**config.mk**
```make
export PLATFORM = sky130hd
export DESIGN_NAME = modem_status_watch
export DESIGN_NICKNAME = d
export VERILOG_FILES = /design/src/rtl/msd_pkg.sv /design/src/rtl/msd_sync.sv /design/src/rtl/msd_seq.sv /design/src/rtl/msd_delta.sv /design/src/rtl/msd_ctrl.sv /design/src/rtl/modem_status_watch.sv
export SDC_FILE = /design/constraint.sdc
export NUM_CORES = 1
export LEC_CHECK = 0
export ABC_AREA = 1
export BUFFER_PORTS_ARGS = -buffer_cell sky130_fd_sc_hd__buf_2
export CAP_MARGIN = 40
export CORE_MARGIN = 2
export CORE_UTILIZATION = 44
export DETAILED_ROUTE_END_ITERATION = 16
export GPL_TIMING_DRIVEN = 0
export PLACE_DENSITY = 0.84
export SLEW_MARGIN = 25
export SYNTH_ARGS = -nofsm -noshare
export SYNTH_HDL_FRONTEND = slang
export SYNTH_SLANG_ARGS = --single-unit
```
**constraint.sdc**
```tcl
create_clock -name clk -period 0.8 [get_ports clk]
set_input_delay 0.04 -clock clk [delete_from_list [all_inputs] [get_ports clk]]
set_output_delay 0.04 -clock clk [all_outputs]
set_load 0.1 [all_outputs]
```
**src/rtl/msd_pkg.sv**
```systemverilog
package msd_pkg;
    localparam int NLINES  = 4;
    localparam int IDX_CTS = 0;
    localparam int IDX_DSR = 1;
    localparam int IDX_RI  = 2;
    localparam int IDX_DCD = 3;
    localparam int MCTL_W  = 5;
    localparam int MC_DTR  = 0;
    localparam int MC_RTS  = 1;
    localparam int MC_AUX  = 2;
    localparam int MC_GATE = 3;
    localparam int MC_LOOP = 4;
    // lines whose flag records only a falling edge
    localparam logic [NLINES-1:0] FALL_ONLY = 4'b0100;

    typedef enum logic {
        ST_FILL  = 1'b0,
        ST_ARMED = 1'b1
    } seq_state_t;
endpackage

```
**src/rtl/msd_sync.sv**
```systemverilog
module msd_sync #(
    parameter int W      = 4,
    parameter int STAGES = 2
) (
    input  logic         clk,
    input  logic         rst_n,
    input  logic [W-1:0] d_in,
    output logic [W-1:0] q_out
);
    logic [W-1:0] chain [STAGES];

    genvar s;
    generate
        for (s = 0; s < STAGES; s++) begin : g_stage
            if (s == 0) begin : g_first
                always_ff @(posedge clk or negedge rst_n) begin
                    if (!rst_n) chain[0] <= '0;
                    else        chain[0] <= d_in;
                end
            end else begin : g_next
                always_ff @(posedge clk or negedge rst_n) begin
                    if (!rst_n) chain[s] <= '0;
                    else        chain[s] <= chain[s-1];
                end
            end
        end
    endgenerate

    assign q_out = chain[STAGES-1];
endmodule

```
**src/rtl/msd_seq.sv**
```systemverilog
module msd_seq
    import msd_pkg::*;
#(
    parameter int FILL_CYCLES = 3
) (
    input  logic clk,
    input  logic rst_n,
    output logic armed
);
    localparam int CW = $clog2(FILL_CYCLES + 1) + 1;

    seq_state_t state_q, state_d;
    logic [CW-1:0] cnt_q;
    logic          fill_done;

    assign fill_done = (cnt_q == CW'(FILL_CYCLES - 1));

    always_ff @(posedge clk or negedge rst_n) begin
        if (!rst_n) begin
            state_q <= ST_FILL;
            cnt_q   <= '0;
        end else begin
            state_q <= state_d;
            if (state_q == ST_FILL) cnt_q <= cnt_q + 1'b1;
        end
    end

    always_comb begin
        state_d = state_q;
        armed   = 1'b0;
        unique case (state_q)
            ST_FILL: begin
                if (fill_done) state_d = ST_ARMED;
            end
            ST_ARMED: begin
                armed = 1'b1;
            end
            default: state_d = ST_FILL;
        endcase
    end

    AST_ARMED_STAYS: assert property (@(posedge clk) disable iff (!rst_n)
        armed |=> armed);
endmodule

```
**src/rtl/msd_delta.sv**
```systemverilog
module msd_delta #(
    parameter int               W        = 4,
    parameter logic [W-1:0]     FALLMASK = '0
) (
    input  logic         clk,
    input  logic         rst_n,
    input  logic         armed,
    input  logic         rd_clr,
    input  logic [W-1:0] lvl,
    output logic [W-1:0] evt,
    output logic [W-1:0] flags
);
    logic [W-1:0] prev_q;

    always_ff @(posedge clk or negedge rst_n) begin
        if (!rst_n) prev_q <= '0;
        else        prev_q <= lvl;
    end

    genvar i;
    generate
        for (i = 0; i < W; i++) begin : g_line
            if (FALLMASK[i]) begin : g_fall
                assign evt[i] = armed & prev_q[i] & ~lvl[i];

                AST_RI_FALL_ONLY: assert property (@(posedge clk) disable iff (!rst_n)
                    $rose(flags[i]) |-> (!$past(lvl[i]) && $past(lvl[i], 2)));
            end else begin : g_both
                assign evt[i] = armed & (prev_q[i] ^ lvl[i]);
            end

            always_ff @(posedge clk or negedge rst_n) begin
                if (!rst_n)      flags[i] <= 1'b0;
                else if (evt[i]) flags[i] <= 1'b1;
                else if (rd_clr) flags[i] <= 1'b0;
            end
        end
    endgenerate

    AST_FLAG_STICKY: assert property (@(posedge clk) disable iff (!rst_n)
        !rd_clr |=> (($past(flags) & ~flags) == '0));
    AST_READ_CLEARS: assert property (@(posedge clk) disable iff (!rst_n)
        (rd_clr && (evt == '0)) |=> (flags == '0));
endmodule

```
**src/rtl/msd_ctrl.sv**
```systemverilog
module msd_ctrl
    import msd_pkg::*;
(
    input  logic              clk,
    input  logic              rst_n,
    input  logic              we,
    input  logic [MCTL_W-1:0] wdata,
    input  logic [NLINES-1:0] pins,
    output logic [MCTL_W-1:0] mctl,
    output logic [NLINES-1:0] line_src
);
    logic [NLINES-1:0] loop_src;

    always_ff @(posedge clk or negedge rst_n) begin
        if (!rst_n)  mctl <= '0;
        else if (we) mctl <= wdata;
    end

    always_comb begin
        loop_src          = '0;
        loop_src[IDX_CTS] = mctl[MC_RTS];
        loop_src[IDX_DSR] = mctl[MC_DTR];
        loop_src[IDX_RI]  = mctl[MC_AUX];
        loop_src[IDX_DCD] = mctl[MC_GATE];
    end

    assign line_src = mctl[MC_LOOP] ? loop_src : pins;

    AST_WRITE_LANDS: assert property (@(posedge clk) disable iff (!rst_n)
        we |=> (mctl == $past(wdata)));
endmodule

```
**src/rtl/modem_status_watch.sv**
```systemverilog
module modem_status_watch
    import msd_pkg::*;
#(
    parameter int SYNC_STAGES = 2
) (
    input  logic              clk,
    input  logic              rst_n,
    input  logic              pin_cts,
    input  logic              pin_dsr,
    input  logic              pin_ri,
    input  logic              pin_dcd,
    input  logic              mctl_we,
    input  logic [MCTL_W-1:0] mctl_wdata,
    output logic [MCTL_W-1:0] mctl_rdata,
    input  logic              stat_rd,
    output logic [7:0]        stat_rdata,
    input  logic              ms_ie,
    output logic              msi_req,
    output logic              irq_out,
    output logic              dtr_out,
    output logic              rts_out
);
    localparam int FILL_CYCLES = SYNC_STAGES + 1;

    logic [NLINES-1:0] pins_v;
    logic [NLINES-1:0] line_src;
    logic [NLINES-1:0] lvl;
    logic [NLINES-1:0] evt;
    logic [NLINES-1:0] st_flags;
    logic [MCTL_W-1:0] mctl_q;
    logic              armed;

    always_comb begin
        pins_v          = '0;
        pins_v[IDX_CTS] = pin_cts;
        pins_v[IDX_DSR] = pin_dsr;
        pins_v[IDX_RI]  = pin_ri;
        pins_v[IDX_DCD] = pin_dcd;
    end

    msd_ctrl u_ctrl (
        .clk      (clk),
        .rst_n    (rst_n),
        .we       (mctl_we),
        .wdata    (mctl_wdata),
        .pins     (pins_v),
        .mctl     (mctl_q),
        .line_src (line_src)
    );

    msd_sync #(.W(NLINES), .STAGES(SYNC_STAGES)) u_sync (
        .clk   (clk),
        .rst_n (rst_n),
        .d_in  (line_src),
        .q_out (lvl)
    );

    msd_seq #(.FILL_CYCLES(FILL_CYCLES)) u_seq (
        .clk   (clk),
        .rst_n (rst_n),
        .armed (armed)
    );

    msd_delta #(.W(NLINES), .FALLMASK(FALL_ONLY)) u_delta (
        .clk    (clk),
        .rst_n  (rst_n),
        .armed  (armed),
        .rd_clr (stat_rd),
        .lvl    (lvl),
        .evt    (evt),
        .flags  (st_flags)
    );

    assign stat_rdata = {lvl[IDX_DCD], lvl[IDX_RI], lvl[IDX_DSR], lvl[IDX_CTS],
                         st_flags[IDX_DCD], st_flags[IDX_RI],
                         st_flags[IDX_DSR], st_flags[IDX_CTS]};
    assign msi_req    = ms_ie & (|st_flags);
    assign irq_out    = msi_req & mctl_q[MC_GATE];
    assign mctl_rdata = mctl_q;
    assign dtr_out    = mctl_q[MC_DTR];
    assign rts_out    = mctl_q[MC_RTS];

    AST_NO_FLAG_IN_FILL: assert property (@(posedge clk) disable iff (!rst_n)
        !armed |=> (st_flags == '0));
    AST_IRQ_NEEDS_IE: assert property (@(posedge clk) disable iff (!rst_n)
        $rose(msi_req) |-> ms_ie);
endmodule

```
==> results of run 1 <==
## Yosys cell counts
master,n
nand3_1,4
o21ai_0,9
inv_1,16
nor2_1,3
nand2_1,30
dfrtp_1,25
buf_4,6
o21ai_1,2
buf_6,2
nand2_2,1
ha_1,2
xnor2_1,1
inv_4,1
## power by group through the flow
stage / Sequential (mW) / Combinational (mW) / Clock [mW]
finish: 1.55 / 1.80 / 0.548
global route: 1.56 / 1.88 / 0.629
CTS: 1.52 / 1.60 / 0.566
detailed placement: 1.54 / 1.11 / 0
global placement: 1.53 / 1.10 / 0
floorplan: 1.95 / 0.514 / 0
## layout make-up
class                           count  area (µm²)
Clock inverter                      1       5.005
Fill cell                          91       224.0
Clock buffer                        3       22.52
Inverter                           17       90.09
Multi-Input combinational cell     52       359.1
Timing Repair Buffer               56       666.9
Buffer                              7       96.34
Tap cell                           28       35.03
Sequential cell                    25       661.9
Timing Repair inverter              1       8.758
## flip-flops by register name, summed over array words and instances (netlist names)
name            count
u_delta.prev_q      4
u_sync.q_out        4
u_delta.flags       4
u_ctrl.mctl         5
u_seq.cnt_q         3
u_sync.chain        4
u_seq.state_q       1
## worst max path at each step
stage                startpoint      end  slack (ns)  cells after the start
2_1_floorplan  u_delta.flags[1]  irq_out       -0.58                      4
3_3_place_gp   u_delta.flags[1]  irq_out       -0.37                      5
3_5_place_dp   u_delta.flags[0]  irq_out       -0.38                      5
4_1_cts        u_delta.flags[0]  msi_req       -0.64                      5
5_1_grt        u_delta.flags[0]  msi_req       -0.70                      5
6_report       u_delta.flags[0]  msi_req       -0.64                      5
## per-layer routing
layer | up-vias | wire [µm]
li1 | 420 | -
met4 | 0 | 35
met1 | 441 | 1044
met5 | - | 0
met3 | 4 | 125
met2 | 27 | 1470
## timing repair
item                                    CTS  global route
endpoints found under the hold margin    36             0
endpoints found under the setup margin   22            31
pin swaps                                 3             5
hold buffers                             12             0
setup buffers                             9             7
gates cloned                              0             1
gates resized for setup                  77            41
## worst max-delay path, cell delays in order, from the launching register on
cell and delay, ns:
dfrtp_4 0.52, nor2_4 0.11, nand2_2 0.09, nand2_4 0.10, clkinvlp_4 0.10, buf_12 0.17
## logic make-up (layout without fill, tap and decap cells)
logic type      after synthesis  after routing
compound gates               11             11
xor+xnor                      1              1
fa+ha+maj                     2              2
buf+inv                      25             85
flops                        25             25
simple gates                 38             38
## layout by cell type, fill, tap and decap left out, types with 2 or more instances in the layout
| cell | netlist | routed |
|---|---|---|
| buf_12 | 0 | 19 |
| buf_2 | 0 | 12 |
| buf_4 | 6 | 6 |
| buf_6 | 2 | 14 |
| clkbuf_4 | 0 | 3 |
| dfrtp_1 | 25 | 14 |
| dfrtp_2 | 0 | 2 |
| dfrtp_4 | 0 | 9 |
| dlygate4sd3_1 | 0 | 12 |
| ha_4 | 0 | 2 |
| inv_1 | 16 | 7 |
| inv_2 | 0 | 4 |
| inv_4 | 1 | 4 |
| nand2_1 | 30 | 21 |
| nand2_2 | 1 | 6 |
| nand2_4 | 0 | 4 |
| nand3_1 | 4 | 4 |
| nor2_4 | 0 | 3 |
| o21ai_1 | 2 | 3 |
| o21ai_2 | 0 | 8 |
## through the flow
| stage | cell area [µm²] | hold slack [ns] | util [%] | power (mW) | setup slack (ns) |
|---|---|---|---|---|---|
| after floorplan | 1079 | -0.2556 | - | 2.467 | -0.5838 |
| after global placement | 1259 | 0.03885 | 58.02 | 2.627 | -0.3749 |
| after detailed placement | 1259 | 0.04847 | 58.02 | 2.654 | -0.3847 |
| after CTS | 1747 | 0.2405 | 80.51 | 3.691 | -0.6410 |
| after global routing | 1946 | 0.2727 | 89.68 | 4.070 | -0.7037 |
| final | 1946 | 0.2239 | 89.68 | 3.900 | -0.6410 |
==> results by group, run 1 <==
STA
  – Worst slew margin: between 60% and 70%
  – Final Cycle Share: 180.1%
  – Slew of the pin with the lowest slew margin: around 0.53 ns
  – Setup violations, final: 32
  – Setup_tns: -7.233 ns
  – Slew Limit Fails: 0
  – Unrepaired setup endpoints after global routing: yes
  – Final worst slack: -0.6410 ns
  – Min Tclk post-route: approximately 1.4 ns
  – Clock Skew: between 0.006 and 0.007 ns
  – Final hold violation count: 0
  – Fmax achieved: 0.6940 GHz

Worst setup path
  – Data required, critical path: between 0.7 and 0.8 ns
  – Arrival @ worst endpoint: roughly 1.4 ns
  – Worst r2r path cells: 4
  – Worst reg2reg path endpoint: u_delta.flags[2]
  – CP Max Fanout: 2
  – Worst reg-to-reg setup slack: -0.15 ns
  – Kind of critical path: register to primary output
  – FF-to-FF Start: u_delta.flags[2]
  – Critical Path Source Type: register
  – CP Capture Type: primary output

Status
  – Failing checks: negative setup slack
  – Status: complete, but fails checks

Die
  – Site row count: 17
  – Initial Util: a little under half
  – Die W: 51.64 µm
  – Core ar.: about 2200 µm²
  – Die height: roughly 52 µm
  – Die area: roughly 2700 µm²
  – IO Pins: 31

Logic synthesis
  – Synthesized instance count: 102
  – Seq/Total Area, Yosys: 62.66%
  – Yosys top cell area share: a little over three fifths
  – Syn Nets: ~120
  – Compound-gate portion of the synthesized area: under 10%
  – Mux contribution to synthesized area: 0%
  – Synth Area in XOR/XNOR: less than 1%
  – Avg Cell Area, Syn: 9.789 µm²
  – Yosys cell types: 13
  – Largest area contributor in the netlist: dfrtp_1
  – Yosys reg bits: 25
  – Post-synthesis cell area: around 1000 µm²
  – Adder and majority cell fraction of the synthesized area: ~2.5%
  – Ranking of synthesized cells by area: dfrtp_1 63%, nand2_1 11%, inv_1 6.0%
  – Synth Area in Simple Gates: 15.04%
  – Yosys warning count: 0
  – Main combinational cell family by area after synthesis: simple AND/OR/NAND/NOR gates

Pwr
  – LEAKAGE: a little over 0.9 nW
  – Net Sw Frac: 39.79%
  – Cell internal pwr: approximately 2.3 mW
  – Flop pwr share: roughly two fifths
  – Combinational power share: a little under half
  – PwrDens: about 2000 nW/µm²
  – Sw Pwr: 1.552 mW
  – IR Drop Worst-Case VDD: 1.569 mV
  – Clk pwr share: approximately 14%

Min path
  – Hold WC Path Type: input port to async pin

Global route
  – Met3 usage: 2.874%
  – Most Crowded Layer GR: met2
  – Vias in the first global route: about 860
  – Initial antenna violation count: 0
  – GRT Residual Overflow: 0
  – First-pass GRT wire length: 3739 µm
  – Met2 GRT Util: approximately 39%
  – Pin count of the biggest net entering global routing: 26
  – All-Layer GR Usage: about a fifth
  – Grt met1 use: between 20% and 30%

Run
  – Max Cap Violations: 0

Cells and area
  – Area grow syn2layout: 94.86%
  – Post-route insts no fill: 190
  – Antenna diodes: 0
  – Fin nets: about 180
  – Fraction of final layout cells sized beyond drive strength 1: between 60% and 70%

Clock network
  – Total CTS buffers: 3
  – H-tree levels: 1
  – Clk buf depth: 2
  – Clock Latency Late Sink: between 0.3 and 0.4 ns
  – TritonCTS Sinks: 25
  – TritonCTS clock tree: yes
  – Clk Tree Root Cell: clkbuf_4
  – Clock Pin Slew Worst Setup and Hold Paths: 0.14 ns

Drt
  – DR DRC count: 0
  – Vias: roughly 890
  – WL final: 2676 µm
  – Initial DRC count: 5
  – Vias/cell: 4.695
  – DRT antenna net count: 0
  – Routed len/inst: about 14 µm
  – TritonRoute pass-1 iters: 4

Placed design
  – Final GP Congestion: 0.6930
  – DP Cell Count: 159
  – Port Buf Inserts: 29
  – HPWL after DPL: 1281 µm
Note: power is estimated with default switching activity, not from simulation.
==> run 2: changes to the inputs <==
--- a/config.mk
+++ b/config.mk
@@ -9,10 +9,11 @@
 export BUFFER_PORTS_ARGS = -buffer_cell sky130_fd_sc_hd__buf_2
 export CAP_MARGIN = 40
 export CORE_MARGIN = 2
-export CORE_UTILIZATION = 44
+export CORE_UTILIZATION = 48
+export CTS_BUF_LIST = sky130_fd_sc_hd__clkbuf_8
 export DETAILED_ROUTE_END_ITERATION = 16
 export GPL_TIMING_DRIVEN = 0
-export PLACE_DENSITY = 0.84
+export PLACE_DENSITY = 0.87
 export SLEW_MARGIN = 25
 export SYNTH_ARGS = -nofsm -noshare
 export SYNTH_HDL_FRONTEND = slang
==> constraint.sdc (replaced) <==
create_clock -name clk -period 1.8 [get_ports clk]
set_input_delay 0.09 -clock clk [delete_from_list [all_inputs] [get_ports clk]]
set_output_delay 0.09 -clock clk [all_outputs]
set_load 0.1 [all_outputs]
==> run 2 against run 1 <==
The run now ends clean. Clock power is 43% lower. Critical path depth did not move. Routed wire length decreased by 40%. Critical endpoint is now irq_out. Combinational power is 74% lower. Global-route usage is 3.8 points lower. Non-clock buffer count shrank 25. Highest routed layer unchanged.
==> results by group, run 2 (synthesized netlist as in run 1, its figures left out) <==
Clock network
  – Cts repair resizes: 0
  – Clock Latency Late Sink: 0.26 ns
  – H-tree levels: 1
  – Clk Tree Root Cell: clkbuf_8
  – Hold_buf cts: 1
  – Post-CTS setup buffers: 0
  – Total CTS buffers: 3
  – TritonCTS Sinks: 25
  – TritonCTS clock tree: yes
  – Clock Pin Slew Worst Setup and Hold Paths: 0.09 ns
  – Clk buf depth: 2

Global route
  – Pin count of the biggest net entering global routing: 26
  – First-pass GRT wire length: 3001 µm
  – Initial antenna violation count: 0
  – Vias in the first global route: between 700 and 800
  – GRT Residual Overflow: 0
  – All-Layer GR Usage: between 10% and 20%

STA
  – Setup violations, final: 0
  – Fmax achieved: approximately 0.70 GHz
  – WHS: roughly 0.030 ns
  – Unrepaired setup endpoints after global routing: no
  – Slew of the pin with the lowest slew margin: between 0.5 and 0.6 ns
  – Min Tclk post-route: approximately 1.4 ns
  – Slew Limit Fails: 0
  – Final Cycle Share: roughly 79%
  – Final hold violation count: 0
  – Setup_tns: 0 ns
  – Clock Skew: 0.008371 ns
  – Worst slew margin: roughly two thirds

Drt
  – TritonRoute pass-1 iters: 2
  – Routed len/inst: about 9.9 µm
  – DR DRC count: 0
  – DRT antenna net count: 0
  – WL final: 1615 µm
  – Vias/cell: ~4.4
  – Vias: between 700 and 800
  – Initial DRC count: 6

Worst setup path
  – Critical path, cell by cell: nor2_1, nand2_1, nand2_1, nor2_4, buf_2
  – Family with the most delay on the worst path: buffers and inverters
  – Critical path's slowest cell: buf_2
  – Critical Path Source Type: register
  – Crit path from: u_delta.flags[2]
  – CP Depth: 5
  – CP Capture Type: primary output
  – Worst path bufs/invs: 1
  – Crit path top cell by count: nand2_1
  – FF-to-FF Start: u_seq.cnt_q[0]
  – Kind of critical path: register to primary output
  – CP Max Fanout: 3
  – Arrival @ worst endpoint: ~1.3 ns
  – CP max stage delay: around 0.42 ns
  – Worst r2r path cells: 3
  – Data required, critical path: between 1.5 and 2 ns

Min path
  – Hold path depth: 2
  – Hold WC Path Type: input port to register
  – Hold_sp: mctl_we

Status
  – Status: complete, no violations

Cells and area
  – Commonest cells after routing, fill and taps aside: 30 x nand2_1, 29 x buf_2, 21 x dfrtp_1
  – Fin nets: roughly 150
  – Commonest non-fill, non-tap cell in the layout: nand2_1
  – Antenna diodes: 0
  – Area grow syn2layout: 24.81%
  – Max FFs per register: 5
  – Post-route cell area: 1246 µm²
  – Final Core Density: between 60% and 70%
  – Biggest register: u_ctrl.mctl
  – Post-route insts no fill: around 160
  – Fraction of final layout cells sized beyond drive strength 1: 35.29%

Die
  – Die W: 49.61 µm
  – Die area: 2461 µm²
  – Site row count: 16
  – Initial Util: approximately half
  – IO Pins: 31
  – Core ar.: between 1500 and 2000 µm²
  – Die height: 49.61 µm

Run
  – Max Cap Violations: 0

Placed design
  – HPWL after DPL: 1248 µm
  – Final GP Congestion: a little under 0.7
  – Port Buf Inserts: 29
  – DP Cell Count: roughly 160
  – Dpl cell area: 1190 µm²

Pwr
  – LEAKAGE: 0.6880 nW
  – IR Drop Worst-Case VDD: 0.6420 mV
  – PwrDens: around 1200 nW/µm²
-- run 2: cell types whose count changed in the layout (fill, tap and decap cells not counted), sizes merged --
cell | before | now
clkinv | 2 | 1
buf | 51 | 37
clkinvlp | 1 | 0
dlygate4sd3 | 12 | 1
inv | 16 | 17
-- run 2: metrics by stage --
step,worst slack [ns],power (mW)
2_1_floorplan,0.04661,1.058
3_3_place_gp,0.6593,1.132
3_5_place_dp,0.6549,1.144
4_1_cts,0.3608,1.457
5_1_grt,0.2723,1.510
6_report,0.3752,1.443
-- run 2: final timing paths --
kind	endpoint	slack (ns)
worst min register to register	u_sync.q_out[3]	0.35
worst max register to register	u_seq.cnt_q[1]	0.84
min in group asynchronous	u_delta.flags[1]	0.34
worst max-delay path	irq_out	0.38
worst min-delay path	u_ctrl.mctl[3]	0.03
max in group asynchronous	u_delta.flags[3]	1.08
-- run 2: final cells by class --
class | instances | area, µm²
plain buffers | 8 | 67.56
fillers | 188 | 715.7
clock inverters | 1 | 5.005
multi-input cells | 52 | 246.5
well taps | 27 | 33.78
repair buffers | 30 | 155.1
inverters | 17 | 66.31
flip-flops and latches | 25 | 630.6
clock buffers | 3 | 41.29
-- run 2: layer usage --
metal,wire (µm),share of wire [%],track usage [%]
met4,8,0.50,6.019
met2,835,52,27.33
met1,677,42,19.72
met5,0,0,0
met3,94,5.8,2.727
-- run 2: worst register-to-register path: cells and delay by family (launching register included) --
kind	cells	cell delay, ns
compound gates	1	0.15
flops	1	0.39
fa+ha+maj	1	0.28
buf+inv	1	0.06
-- run 2: power by group --
| group | switching (mW) | internal, mW |
|---|---|---|
| logic | 0.393 | 0.0827 |
| clock network | 0.158 | 0.154 |
| registers | 0.0351 | 0.620 |
